### src/rtl/sclk_regs_pkg.sv
package sclk_regs_pkg;

    localparam int DATA_W     = 32;
    localparam int TAP_W      = 8;
    localparam int NUM_REGS   = 6;
    localparam int TAPCNT_LSB = 16;
    localparam int ERR_BIT    = 2;

    // Register indices; the index order fixes the address map.
    localparam int IDX_TAPCTL = 0;
    localparam int IDX_TAPSEL = 1;
    localparam int IDX_FFPOS  = 2;
    localparam int IDX_CLKSEL = 3;
    localparam int IDX_RTCTL  = 4;
    localparam int IDX_RTSTAT = 5;

    typedef struct packed {
        logic             tap_en;
        logic [TAP_W-1:0] tap_cnt;
        logic [TAP_W-1:0] tap_sel;
        logic [TAP_W-1:0] ff_pos;
        logic             clk_sel;
        logic             rt_en;
    } ctl_regs_t;

    // Unshifted offset of a register: consecutive even offsets.
    function automatic int unsigned reg_offset(input int unsigned idx);
        return 2 * idx;
    endfunction

endpackage

### src/rtl/sclk_addr_dec.sv
module sclk_addr_dec
    import sclk_regs_pkg::*;
#(
    parameter int ADDR_W    = 8,
    parameter int BUS_SHIFT = 2
) (
    input  logic [ADDR_W-1:0]   addr,
    output logic [NUM_REGS-1:0] sel
);

    for (genvar g = 0; g < NUM_REGS; g++) begin : g_match
        localparam logic [ADDR_W-1:0] MATCH_ADDR =
            ADDR_W'(reg_offset(g) << BUS_SHIFT);
        assign sel[g] = (addr == MATCH_ADDR);
    end

endmodule

### src/rtl/sclk_rd_mux.sv
module sclk_rd_mux #(
    parameter int NREG = 6,
    parameter int DW   = 32
) (
    input  logic [NREG-1:0]    sel,
    input  logic [NREG*DW-1:0] words,
    output logic [DW-1:0]      rdata
);

    always_comb begin
        rdata = '0;
        for (int i = 0; i < NREG; i++) begin
            if (sel[i]) begin
                rdata = rdata | words[i*DW +: DW];
            end
        end
    end

endmodule

### src/rtl/sclk_err_flag.sv
module sclk_err_flag (
    input  logic clk,
    input  logic rst_n,
    input  logic err_pulse,
    input  logic rt_en,
    input  logic clr_wr,
    output logic flag
);

    logic flag_d, flag_q;

    always_comb begin
        flag_d = flag_q;
        if (err_pulse && rt_en) begin
            flag_d = 1'b1;
        end else if (clr_wr) begin
            flag_d = 1'b0;
        end
    end

    always_ff @(posedge clk or negedge rst_n) begin
        if (!rst_n) begin
            flag_q <= 1'b0;
        end else begin
            flag_q <= flag_d;
        end
    end

    assign flag = flag_q;

    assert_set_when_enabled_R7: assert property (@(posedge clk) disable iff (!rst_n)
        (err_pulse && rt_en) |=> flag);

    assert_pulse_ignored_R7: assert property (@(posedge clk) disable iff (!rst_n)
        (err_pulse && !rt_en && !flag) |=> !flag);

    assert_set_beats_clear_R8: assert property (@(posedge clk) disable iff (!rst_n)
        (err_pulse && rt_en && clr_wr) |=> flag);

    assert_clear_R8: assert property (@(posedge clk) disable iff (!rst_n)
        (clr_wr && !(err_pulse && rt_en)) |=> !flag);

endmodule

### src/rtl/sclk_ctrl_regs.sv
module sclk_ctrl_regs
    import sclk_regs_pkg::*;
#(
    parameter int ADDR_W     = 8,
    parameter int BUS_SHIFT  = 2,
    parameter int TAPCNT_RST = 8
) (
    input  logic              clk,
    input  logic              rst_n,
    input  logic [ADDR_W-1:0] bus_addr,
    input  logic              bus_we,
    input  logic [DATA_W-1:0] bus_wdata,
    output logic [DATA_W-1:0] bus_rdata,
    input  logic              sample_err_pulse,
    output logic              tap_en,
    output logic [TAP_W-1:0]  tap_count,
    output logic [TAP_W-1:0]  tap_sel,
    output logic [TAP_W-1:0]  ff_pos,
    output logic              clk_sel,
    output logic              retune_en,
    output logic              retune_err
);

    localparam ctl_regs_t RST_VAL = '{
        tap_en:  1'b0,
        tap_cnt: TAP_W'(TAPCNT_RST),
        tap_sel: '0,
        ff_pos:  '0,
        clk_sel: 1'b0,
        rt_en:   1'b0
    };

    logic [NUM_REGS-1:0]        reg_sel;
    logic [NUM_REGS*DATA_W-1:0] rd_words;
    ctl_regs_t                  regs_d, regs_q;
    logic                       err_flag;
    logic                       clr_wr;

    sclk_addr_dec #(
        .ADDR_W    (ADDR_W),
        .BUS_SHIFT (BUS_SHIFT)
    ) u_dec (
        .addr (bus_addr),
        .sel  (reg_sel)
    );

    // Next-state computation for all control fields.
    always_comb begin
        regs_d = regs_q;
        if (bus_we) begin
            if (reg_sel[IDX_TAPCTL]) begin
                regs_d.tap_en  = bus_wdata[0];
                regs_d.tap_cnt = bus_wdata[TAPCNT_LSB +: TAP_W];
            end
            if (reg_sel[IDX_TAPSEL]) regs_d.tap_sel = bus_wdata[TAP_W-1:0];
            if (reg_sel[IDX_FFPOS])  regs_d.ff_pos  = bus_wdata[TAP_W-1:0];
            if (reg_sel[IDX_CLKSEL]) regs_d.clk_sel = bus_wdata[0];
            if (reg_sel[IDX_RTCTL])  regs_d.rt_en   = bus_wdata[0];
        end
    end

    always_ff @(posedge clk or negedge rst_n) begin
        if (!rst_n) begin
            regs_q <= RST_VAL;
        end else begin
            regs_q <= regs_d;
        end
    end

    assign clr_wr = bus_we && reg_sel[IDX_RTSTAT] && (bus_wdata == '0);

    sclk_err_flag u_err (
        .clk       (clk),
        .rst_n     (rst_n),
        .err_pulse (sample_err_pulse),
        .rt_en     (regs_q.rt_en),
        .clr_wr    (clr_wr),
        .flag      (err_flag)
    );

    // Read-back words laid out by register index.
    always_comb begin
        rd_words = '0;
        rd_words[IDX_TAPCTL*DATA_W + 0]                        = regs_q.tap_en;
        rd_words[IDX_TAPCTL*DATA_W + TAPCNT_LSB +: TAP_W]      = regs_q.tap_cnt;
        rd_words[IDX_TAPSEL*DATA_W +: TAP_W]                   = regs_q.tap_sel;
        rd_words[IDX_FFPOS*DATA_W +: TAP_W]                    = regs_q.ff_pos;
        rd_words[IDX_CLKSEL*DATA_W + 0]                        = regs_q.clk_sel;
        rd_words[IDX_RTCTL*DATA_W + 0]                         = regs_q.rt_en;
        rd_words[IDX_RTSTAT*DATA_W + ERR_BIT]                  = err_flag;
    end

    sclk_rd_mux #(
        .NREG (NUM_REGS),
        .DW   (DATA_W)
    ) u_rd (
        .sel   (reg_sel),
        .words (rd_words),
        .rdata (bus_rdata)
    );

    assign tap_en     = regs_q.tap_en;
    assign tap_count  = regs_q.tap_cnt;
    assign tap_sel    = regs_q.tap_sel;
    assign ff_pos     = regs_q.ff_pos;
    assign clk_sel    = regs_q.clk_sel;
    assign retune_en  = regs_q.rt_en;
    assign retune_err = regs_q.rt_en & err_flag;

    assert_reset_values_R1: assert property (@(posedge clk) disable iff (!rst_n)
        $rose(rst_n) |-> (tap_count == TAP_W'(TAPCNT_RST) && !tap_en && tap_sel == '0
                          && ff_pos == '0 && !clk_sel && !retune_en && !retune_err));

    assert_tapcnt_write_R3: assert property (@(posedge clk) disable iff (!rst_n)
        (bus_we && reg_sel[IDX_TAPCTL]) |=>
            (tap_count == $past(bus_wdata[TAPCNT_LSB +: TAP_W]) && tap_en == $past(bus_wdata[0])));

    assert_err_hidden_R9: assert property (@(posedge clk) disable iff (!rst_n)
        $fell(retune_en) |-> !retune_err);

    assert_unmapped_no_effect_R10: assert property (@(posedge clk) disable iff (!rst_n)
        (bus_we && reg_sel == '0) |=> $stable(regs_q));

endmodule

### config.mk
export PLATFORM = sky130hd
export DESIGN_NAME = sclk_ctrl_regs
export DESIGN_NICKNAME = d
export VERILOG_FILES = /design/src/rtl/sclk_regs_pkg.sv /design/src/rtl/sclk_addr_dec.sv /design/src/rtl/sclk_rd_mux.sv /design/src/rtl/sclk_err_flag.sv /design/src/rtl/sclk_ctrl_regs.sv
export SDC_FILE = /design/constraint.sdc
export NUM_CORES = 1
export LEC_CHECK = 0
export ABC_CLOCK_PERIOD_IN_PS = 1500
export BUFFER_PORTS_ARGS = -buffer_cell sky130_fd_sc_hd__buf_4
export CAP_MARGIN = 15
export CELL_PAD_IN_SITES_DETAIL_PLACEMENT = 0
export CELL_PAD_IN_SITES_GLOBAL_PLACEMENT = 1
export CORE_UTILIZATION = 27
export CTS_CLUSTER_SIZE = 8
export DETAILED_ROUTE_END_ITERATION = 10
export PLACE_DENSITY = 0.8
export SYNTH_ARGS = -nofsm -noshare
export SYNTH_HDL_FRONTEND = slang
export SYNTH_SLANG_ARGS = --single-unit
### constraint.sdc
create_clock -name clk -period 1.5 [get_ports clk]
set_clock_uncertainty 0.15 [all_clocks]
set_input_delay 0.225 -clock clk [delete_from_list [all_inputs] [get_ports clk]]
set_output_delay 0.225 -clock clk [all_outputs]
set_load 0.02 [all_outputs]
==> results.md <==
- Die X-Extent: 78.35 um
- Logic pwr share: 24.3%
- Hold Slack: 0.04295 ns
- CTS tree: done
- Fin util: 50.30%
- Sink Count: 28
- Die ar.: 6139 sq um
- Number of global-route vias before repair: 1,478
- Clock latency on the worst-skew pair: 0.28 ns
- Total CTS buffers: 3
- Delay-heaviest family, CP: flip-flops
- Setup TNS Final: -2.935 ns
- Post-synth EDFFs: 0
- HPWL Detailed: 3.684 mm
- Commonest non-fill, non-tap cells in the layout: 86 x buf_4, 27 x dfrtp_1, 24 x buf_6
- Avg Vias per Cell: 4.430
- Max FO, Critical Path: 2
- Seq/Total Area, Yosys: 44.59%
- Clock root buffer: clkbuf_8
- Sw Share: 27.68%
- Final ANT Viol Nets: 0
- Antenna cells: 0
- Crit Path Class: flop to output pin
- Gr usage total: 15.51%
- Worst setup SP type: flop
- Drt total wl: 4.654 mm
- RSZ-0062 raised after global routing: yes
- RePlAce Congestion: 0.7624
- Leakage: 1.458 nW
- PortBufs: 87
- Ys Warns: 0
- Clk pwr share: 27.3%
- Global-route wire length before repair: 7.362 mm
- Worst path buffer plus inverter count: 1
- Fin crit period: 1.721 ns
- Area growth from synthesis to layout: 78.14%
- Status: finished, violations left
- Synth area leaders: dfrtp_1 43%, mux2_2 18%, buf_4 7.6%
- FP Rows: 27
- Fraction of layout instances using a drive strength above 1: 70.28%
- Post-synth top area share: 42.93%
- Avg WL per Cell: 14.50 um
- Hold Vio Cnt, Final: 0
- Net Sw Power: 0.0004800 W
- H-tree Lvls: 1
- Seq cells post-synth: 28
- Inst Count DP: 308
- Crit path DAT: 1.35 ns
- # fillers: 540
- CP Capture Type: output pin
- Syn Inst Count: 132
- Ports: 104
- CP cell instances: nand3b_1 > o21ai_1 > and3_1 > a221o_1 > buf_6
- Worst EP required: 1.12 ns
- Flop pwr share: 48.4%
- Pin count of the biggest net entering global routing: 29
- Max Fclk: 581.2 MHz
- DIE HEIGHT: 78.35 um
- Synth unique cells: 30
- Total power: 0.001734 W
- Cell taking the most area after synthesis: dfrtp_1
- DRC viols: 0
- Post-Syn Area: 1574 sq um
- Slowest cell on crit path: dfrtp_1
- Buffer depth of the longest clock path: 2
- Global route overflow: 0
- Hold crit path type: input pin to flop
- Routed vias: 1,422
- Starting DRT DRC Count: 41
- Max-cap viol count: 0
- Commonest non-fill, non-tap cell in the layout: buf_4
- Drt pass-1 iters: 4
- CP max stage delay: 0.39 ns
- Failing checks: setup timing
- Final cycle utilization of the critical path: 114.7%
- Core Area: 5574 sq um
- Clock slew at the register clock pins of the worst setup and hold paths: 0.10 ns
- Final setup vio count: 18
- PD cells: 618.5 nW/um^2
- Syn_area_per_cell: 11.92 sq um
- Max VDD drop: 0.4032 mV
- Initial Util: 28.24%
- Final std cells w/o fill: 321
- Antenna violations before repair: 0
- Post-synthesis async set-or-reset flop share: 100.0%
- Final worst slack: -0.2206 ns
- Final slew viol count: 0
- Commonest register cell after synthesis: dfrtp_1
- Internal power: 0.001254 W
- Nets: 294
## synthesized netlist by cell type, drive strengths merged, types with 2 or more instances
cell   count
nand4      2
mux2      27
nor4      11
buf       17
and2       9
a22o       7
nand3      6
and3       2
o21ai      2
dfrtp     27
nand2      6
nor2       6
## stage by stage
step	area (sq um)	worst slack [ns]
after detailed placement	2555	-0.3307
after CTS	2738	-0.2266
after global placement	2555	-0.3098
after floorplan	1763	-0.1504
final	2804	-0.2206
after global routing	2804	-0.2830
## cells by family (layout without fill, tap and decap cells)
family | Yosys count | after routing | share of synthesized area, %
other | 1 | 16 | 0.2382
AOI/OAI and AO/OA | 11 | 11 | 5.485
muxes | 28 | 28 | 19.95
and+or+nand+nor | 46 | 46 | 21.46
DFF | 28 | 28 | 44.60
buffers and inverters | 18 | 120 | 8.267
## registers in the layout (all words and copies together), names as in the netlist
name / count
u_err.flag: 1
retune_en: 1
clk_sel: 1
tap_en: 1
tap_count: 8
ff_pos: 8
tap_sel: 8
## final timing paths
check / start / to / slack, ns / cells past startpoint
setup / recovery: retune_en / bus_rdata[0] / -0.22 / 5
hold / removal: bus_wdata[4] / ff_pos[4] / 0.04 / 2
setup reg to reg: retune_en / u_err.flag / 0.10 / 7
hold reg to reg: u_err.flag / u_err.flag / 0.40 / 2
max in group asynchronous: rst_n / tap_count[3] / 0.64 / 2
min in group asynchronous: rst_n / tap_sel[0] / 0.25 / 2
## metal layers
layer  routed length (um)  up-vias  global-route usage, %
met1                 1950      691                  19.29
met4                   39        0                  4.444
met2                 2463       43                  27.28
met5                    0        -                      0
li1                     -      686                      -
met3                  201        2                  2.791
## power groups by stage
stage / Sequential (W) / Clock (W) / Combinational, W
after global routing: 0.000847 / 0.000520 / 0.000449
after detailed placement: 0.000855 / 0 / 0.000394
final: 0.000840 / 0.000473 / 0.000421
after global placement: 0.000854 / 0 / 0.000387
after CTS: 0.000841 / 0.000479 / 0.000411
after floorplan: 0.000890 / 0 / 0.000150
## repair_timing
action	4_1_cts	5_1_grt
endpoints found under the setup margin	16	25
gates resized for setup	28	8
hold endpoints to repair	27	0
pin swaps	19	15
buffers inserted	5	4
hold buffers	1	0
## layout make-up
| type | count | area (sq um) | share of cell area [%] |
|---|---|---|---|
| flip-flops and latches | 28 | 701.9 | 25.03 |
| well taps | 72 | 90.09 | 3.213 |
| multi-input cells | 101 | 945.9 | 33.73 |
| clock buffers | 4 | 55.05 | 1.963 |
| repair buffers | 116 | 1011 | 36.06 |
(Power assumes the default switching activity.)
